===== config.mk =====
export PLATFORM = sky130hd
export DESIGN_NAME = dma_xfer_engine
export DESIGN_NICKNAME = d
export VERILOG_FILES = /design/src/rtl/dma_eng_pkg.sv /design/src/rtl/dma_eng_ctl.sv /design/src/rtl/dma_eng_dp.sv /design/src/rtl/dma_xfer_engine.sv
export SDC_FILE = /design/constraint.sdc
export NUM_CORES = 1
export LEC_CHECK = 0
export BUFFER_PORTS_ARGS = -buffer_cell sky130_fd_sc_hd__buf_4
export CORE_ASPECT_RATIO = 0.5
export CORE_MARGIN = 2
export CORE_UTILIZATION = 59
export CTS_BUF_LIST = sky130_fd_sc_hd__clkbuf_8 sky130_fd_sc_hd__clkbuf_16
export DETAILED_ROUTE_END_ITERATION = 16
export PLACE_DENSITY = 0.89
export SYNTH_ARGS = -nofsm -noshare
export SYNTH_HDL_FRONTEND = slang
export SYNTH_HIERARCHICAL = 1
export SYNTH_SLANG_ARGS = --single-unit

===== constraint.sdc =====
create_clock -name clk -period 7.5 [get_ports clk]
set_input_delay 0.75 -clock clk [delete_from_list [all_inputs] [get_ports clk]]
set_output_delay 0.75 -clock clk [all_outputs]
set_load 0.05 [all_outputs]

===== src/rtl/dma_eng_pkg.sv =====
package dma_eng_pkg;
  typedef struct packed {
    logic load;    // copy base into current
    logic step;    // advance address, decrement count
    logic reload;  // terminal transfer with automatic reload
  } engStrobe_t;
endpackage


===== src/rtl/dma_eng_ctl.sv =====
module dma_eng_ctl
  import dma_eng_pkg::*;
(
  input  logic       clk,
  input  logic       rstN,
  input  logic       loadStb,
  input  logic       unmaskStb,
  input  logic       xferStb,
  input  logic       autoInit,
  input  logic       cascadeMode,
  input  logic       cntZero,
  output engStrobe_t strb,
  output logic       masked,
  output logic       tcPulse
);
  logic accept;
  logic lastXfer;

  assign accept   = xferStb & ~masked & ~cascadeMode & ~loadStb;
  assign lastXfer = accept & cntZero;

  always_comb begin
    strb.load   = loadStb;
    strb.step   = accept & ~(cntZero & autoInit);
    strb.reload = lastXfer & autoInit;
  end

  always_ff @(posedge clk or negedge rstN) begin
    if (!rstN) begin
      masked  <= 1'b1;
      tcPulse <= 1'b0;
    end else begin
      tcPulse <= lastXfer;
      if (lastXfer && !autoInit) masked <= 1'b1;
      else if (unmaskStb)        masked <= 1'b0;
    end
  end
endmodule


===== src/rtl/dma_eng_dp.sv =====
module dma_eng_dp
  import dma_eng_pkg::*;
#(
  parameter int ADDR_W = 16,
  parameter int PAGE_W = 8,
  localparam int PHYS_W = ADDR_W + PAGE_W
) (
  input  logic              clk,
  input  logic              rstN,
  input  engStrobe_t        strb,
  input  logic [ADDR_W-1:0] baseAddrIn,
  input  logic [ADDR_W-1:0] baseCntIn,
  input  logic              addrDown,
  input  logic              wordMode,
  input  logic              cascadeMode,
  input  logic [PAGE_W-1:0] pageIn,
  output logic [ADDR_W-1:0] curCount,
  output logic              cntZero,
  output logic [PHYS_W-1:0] xferAddr
);
  logic [ADDR_W-1:0] baseAddr, baseCnt, curAddr;
  logic [ADDR_W-1:0] addrStep;

  assign addrStep = addrDown ? curAddr - 1'b1 : curAddr + 1'b1;
  assign cntZero  = (curCount == '0);

  always_ff @(posedge clk or negedge rstN) begin
    if (!rstN) begin
      baseAddr <= '0;
      baseCnt  <= '0;
      curAddr  <= '0;
      curCount <= '0;
    end else if (strb.load) begin
      baseAddr <= baseAddrIn;
      baseCnt  <= baseCntIn;
      curAddr  <= baseAddrIn;
      curCount <= baseCntIn;
    end else if (strb.reload) begin
      curAddr  <= baseAddr;
      curCount <= baseCnt;
    end else if (strb.step) begin
      curAddr  <= addrStep;
      curCount <= curCount - 1'b1;
    end
  end

  always_comb begin
    if (cascadeMode)   xferAddr = '0;
    else if (wordMode) xferAddr = {pageIn[PAGE_W-1:1], curAddr, 1'b0};
    else               xferAddr = {pageIn, curAddr};
  end
endmodule


===== src/rtl/dma_xfer_engine.sv =====
module dma_xfer_engine
  import dma_eng_pkg::*;
#(
  parameter int ADDR_W = 16,
  parameter int PAGE_W = 8,
  localparam int PHYS_W = ADDR_W + PAGE_W
) (
  input  logic              clk,
  input  logic              rstN,
  input  logic              loadStb,
  input  logic [ADDR_W-1:0] baseAddrIn,
  input  logic [ADDR_W-1:0] baseCntIn,
  input  logic              unmaskStb,
  input  logic              autoInit,
  input  logic              addrDown,
  input  logic              wordMode,
  input  logic              cascadeMode,
  input  logic [PAGE_W-1:0] pageIn,
  input  logic              xferStb,
  input  logic              cascReq,
  input  logic              hostAck,
  output logic [PHYS_W-1:0] xferAddr,
  output logic [ADDR_W-1:0] curCount,
  output logic              tcPulse,
  output logic              masked,
  output logic              hostReq,
  output logic              cascAck
);
  engStrobe_t strb;
  logic       cntZero;

  assign hostReq = cascadeMode & cascReq;
  assign cascAck = cascadeMode & hostAck;

  dma_eng_ctl u_ctl (
    .clk(clk), .rstN(rstN), .loadStb(loadStb), .unmaskStb(unmaskStb),
    .xferStb(xferStb), .autoInit(autoInit), .cascadeMode(cascadeMode),
    .cntZero(cntZero), .strb(strb), .masked(masked), .tcPulse(tcPulse)
  );

  dma_eng_dp #(.ADDR_W(ADDR_W), .PAGE_W(PAGE_W)) u_dp (
    .clk(clk), .rstN(rstN), .strb(strb), .baseAddrIn(baseAddrIn),
    .baseCntIn(baseCntIn), .addrDown(addrDown), .wordMode(wordMode),
    .cascadeMode(cascadeMode), .pageIn(pageIn), .curCount(curCount),
    .cntZero(cntZero), .xferAddr(xferAddr)
  );
endmodule


==> run summary <==
Post-CTS Setup Inserts: 0
diode count: 0
GPL Wtd Cong: 0.906
H-Tree Depth: 3
Power Density: 244 nW/um2
Critical Path End Type: flop
worst path bufs/invs: 2
Slowest cell on crit path: or4_4
via count: 4,099
most frequent CP cell: nor2_1
max-cap viol count: 0
Layout area overhead: 24.1%
# fillers: 515
Antenna Nets Post-Route: 0
CTS tree: done
Initial Util: 0.600
peak supply drop: 0.134 mV
Crit Path Max Fanout: 59
TritonCTS Buffers: 9
Startpoint Class: flop
Critical Path, Cell by Cell: or4_4 > or3_4 > nor2_1 > inv_1 > nor3_2 > buf_4 > nor2_1 > o21ai_0 > nor4b_1 > nor3_1 > nand2_1
grt total ovfl: 0
Netlist cell types: 58
syn avg cell area: 8.86 um2
CTS sink count: 66
first-pass GRT wire length: 18,800 um
Clk pin slew, worst setup/hold paths: 50 ps
DP HPWL: 7570 um
commonest non-fill, non-tap cells in the layout: buf_4 (97), dfrtp_1 (65), nor2_1 (55)
register area share after synthesis: 0.381
antenna violations before repair: 0
EDFF count, synth: 0
ys flop type: dfrtp_1
Die Span X: 125 um
Hold Vio Cnt, Final: 0
Clk Tree Root Cell: clkbuf_16
Crit path arrival time: 3770 ps
Iter 0 DRT Violations: 395
Post-synth ARST share: 1.00
TritonRoute pass-1 iters: 7
total power: 0.00132 W
port bufs: 94
Die Height: 64.7 um
unrepaired setup endpoints after global routing: false
Finish-stage setup viols: 0
clock buffer depth: 2
Setup TNS Final: 0 ps
layout cell share with drive strength beyond 1: 0.254
hold slack: 502 ps
synth warn: 6
Placed Area: 5090 um2
min Tclk post-route: 3550 ps
most common cell after layout, fill and taps aside: buf_4
vias per inst: 6.11
Resized Gates After CTS: 0
pin count of the biggest net entering global routing: 84
footprint of the multi-input gates: 2520 um2
number of nets in the layout: 638
max-slew violation count: 0
Post-Route WL: 11,500 um
Mapped Nets: 558
Largest stage delay, worst path: 560 ps
Max Fclk: 0.282 GHz
Clock Latency Late Sink: 340 ps
# DRC: 0
Hold WC Path Type: reg2reg
Cell Rows: 22
fin area: 5390 um2
Top Ports: 95
Slew @ Worst Pin: 844 ps
Leakage: 2.45 nW
result of the run: finished clean
CP delay by family, top: simple AND/OR/NAND/NOR gates
final period utilization: 0.473
post-DR wirelength/cell: 17.1 um
core box area: 7240 um2
synthesized netlist cell count: 490
CP required: 7720 ps
Seq cells post-synth: 66
Mapped Area: 4340 um2
Crit Path Class: reg2reg
Slew Limit Headroom: 0.437
die area: 8100 um2
Max Clock Skew: 4.92 ps
vias in the first global route: 3,869
GRT Overall Usage: 0.293
FF+latch area: 1650 um2
hold_buf cts: 0
## report_power, final
part	total (W)	internal (W)	switching (W)
Clock	0.000420	0.000264	0.000156
Sequential	0.000451	0.000400	0.0000507
Combinational	0.000446	0.000175	0.000271
## area by class of cell
class	instances	area share
Sequential cell	66	0.307
Timing Repair Buffer	97	0.135
Multi-Input combinational cell	378	0.468
Inverter	18	0.0125
Clock buffer	10	0.0443
Tap cell	96	0.0223
Clock inverter	6	0.0109
## worst reg2reg max path, cell delays in order, from the launching register on
cell and delay, ps:
dfrtp_1 420, or4_4 560, or3_4 350, nor2_1 270, inv_1 150, nor3_2 210
buf_4 510, nor2_1 300, o21ai_0 290, nor4b_1 100, nor3_1 200, nand2_1 70
## registers in the layout (all words and copies together) (netlist names)
register	cells
u_ctl/masked	1
u_ctl/tcPulse	1
u_dp/baseAddr	16
u_dp/baseCnt	16
u_dp/curAddr	16
u_dp/curCount	16
## cell usage after synthesis (7+ instances only)
cell | number | area [um2]
clkbuf_1 | 20 | 75.1
nand3_1 | 7 | 35.0
mux2i_1 | 25 | 250
ha_1 | 16 | 200
a21oi_1 | 44 | 220
dfrtp_1 | 65 | 1630
nor3_1 | 10 | 50.1
nor2b_1 | 13 | 81.3
nor2_1 | 55 | 206
buf_1 | 7 | 26.3
a21o_1 | 9 | 67.6
mux2_2 | 22 | 248
xnor2_1 | 11 | 96.3
o21ai_0 | 41 | 205
nand2_1 | 40 | 150
inv_1 | 17 | 63.8
## metrics by stage
step,utilization,setup WS [ps],cells
after detailed placement,0.703,4050,655
after CTS,0.744,4020,671
after floorplan,-,4070,490
final,0.744,3950,671
after global placement,0.703,4110,655
after global routing,0.744,3720,671
## cell families after synthesis
kind of cell | count (synthesis) | share of synthesized area
xor gates and xnor gates | 17 | 0.0343
AOI/OAI and AO/OA | 145 | 0.209
adders and majority gates | 17 | 0.0507
and+or+nand+nor | 152 | 0.170
DFF | 66 | 0.381
muxes | 47 | 0.115
buffers and inverters | 46 | 0.0406
## layer usage
metal | share of wire | track usage | vias to the layer above
met3 | 0.099 | 0.0950 | 22
met2 | 0.46 | 0.482 | 201
met1 | 0.43 | 0.375 | 1955
li1 | - | - | 1921
met5 | 0 | 0 | -
met4 | 0.014 | 0.0917 | 0
## final timing paths
kind	startpoint	to	slack [ps]	depth (start not counted)
setup / recovery	u_dp/curCount[9]$_DFFE_PN0P_	u_dp/curAddr[8]$_DFFE_PN0P_	3950	11
hold / removal	u_dp/baseAddr[15]$_DFFE_PN0P_	u_dp/baseAddr[15]$_DFFE_PN0P_	500	1
setup reg to reg	u_dp/curCount[9]$_DFFE_PN0P_	u_dp/curAddr[8]$_DFFE_PN0P_	3950	11
hold reg to reg	u_dp/baseAddr[15]$_DFFE_PN0P_	u_dp/baseAddr[15]$_DFFE_PN0P_	500	1
max in group asynchronous	rstN	u_ctl/tcPulse$_DFF_PN0_	6450	1
min in group asynchronous	rstN	u_dp/curCount[11]$_DFFE_PN0P_	520	1
No activity file was read; power rests on OpenSTA's default activity.
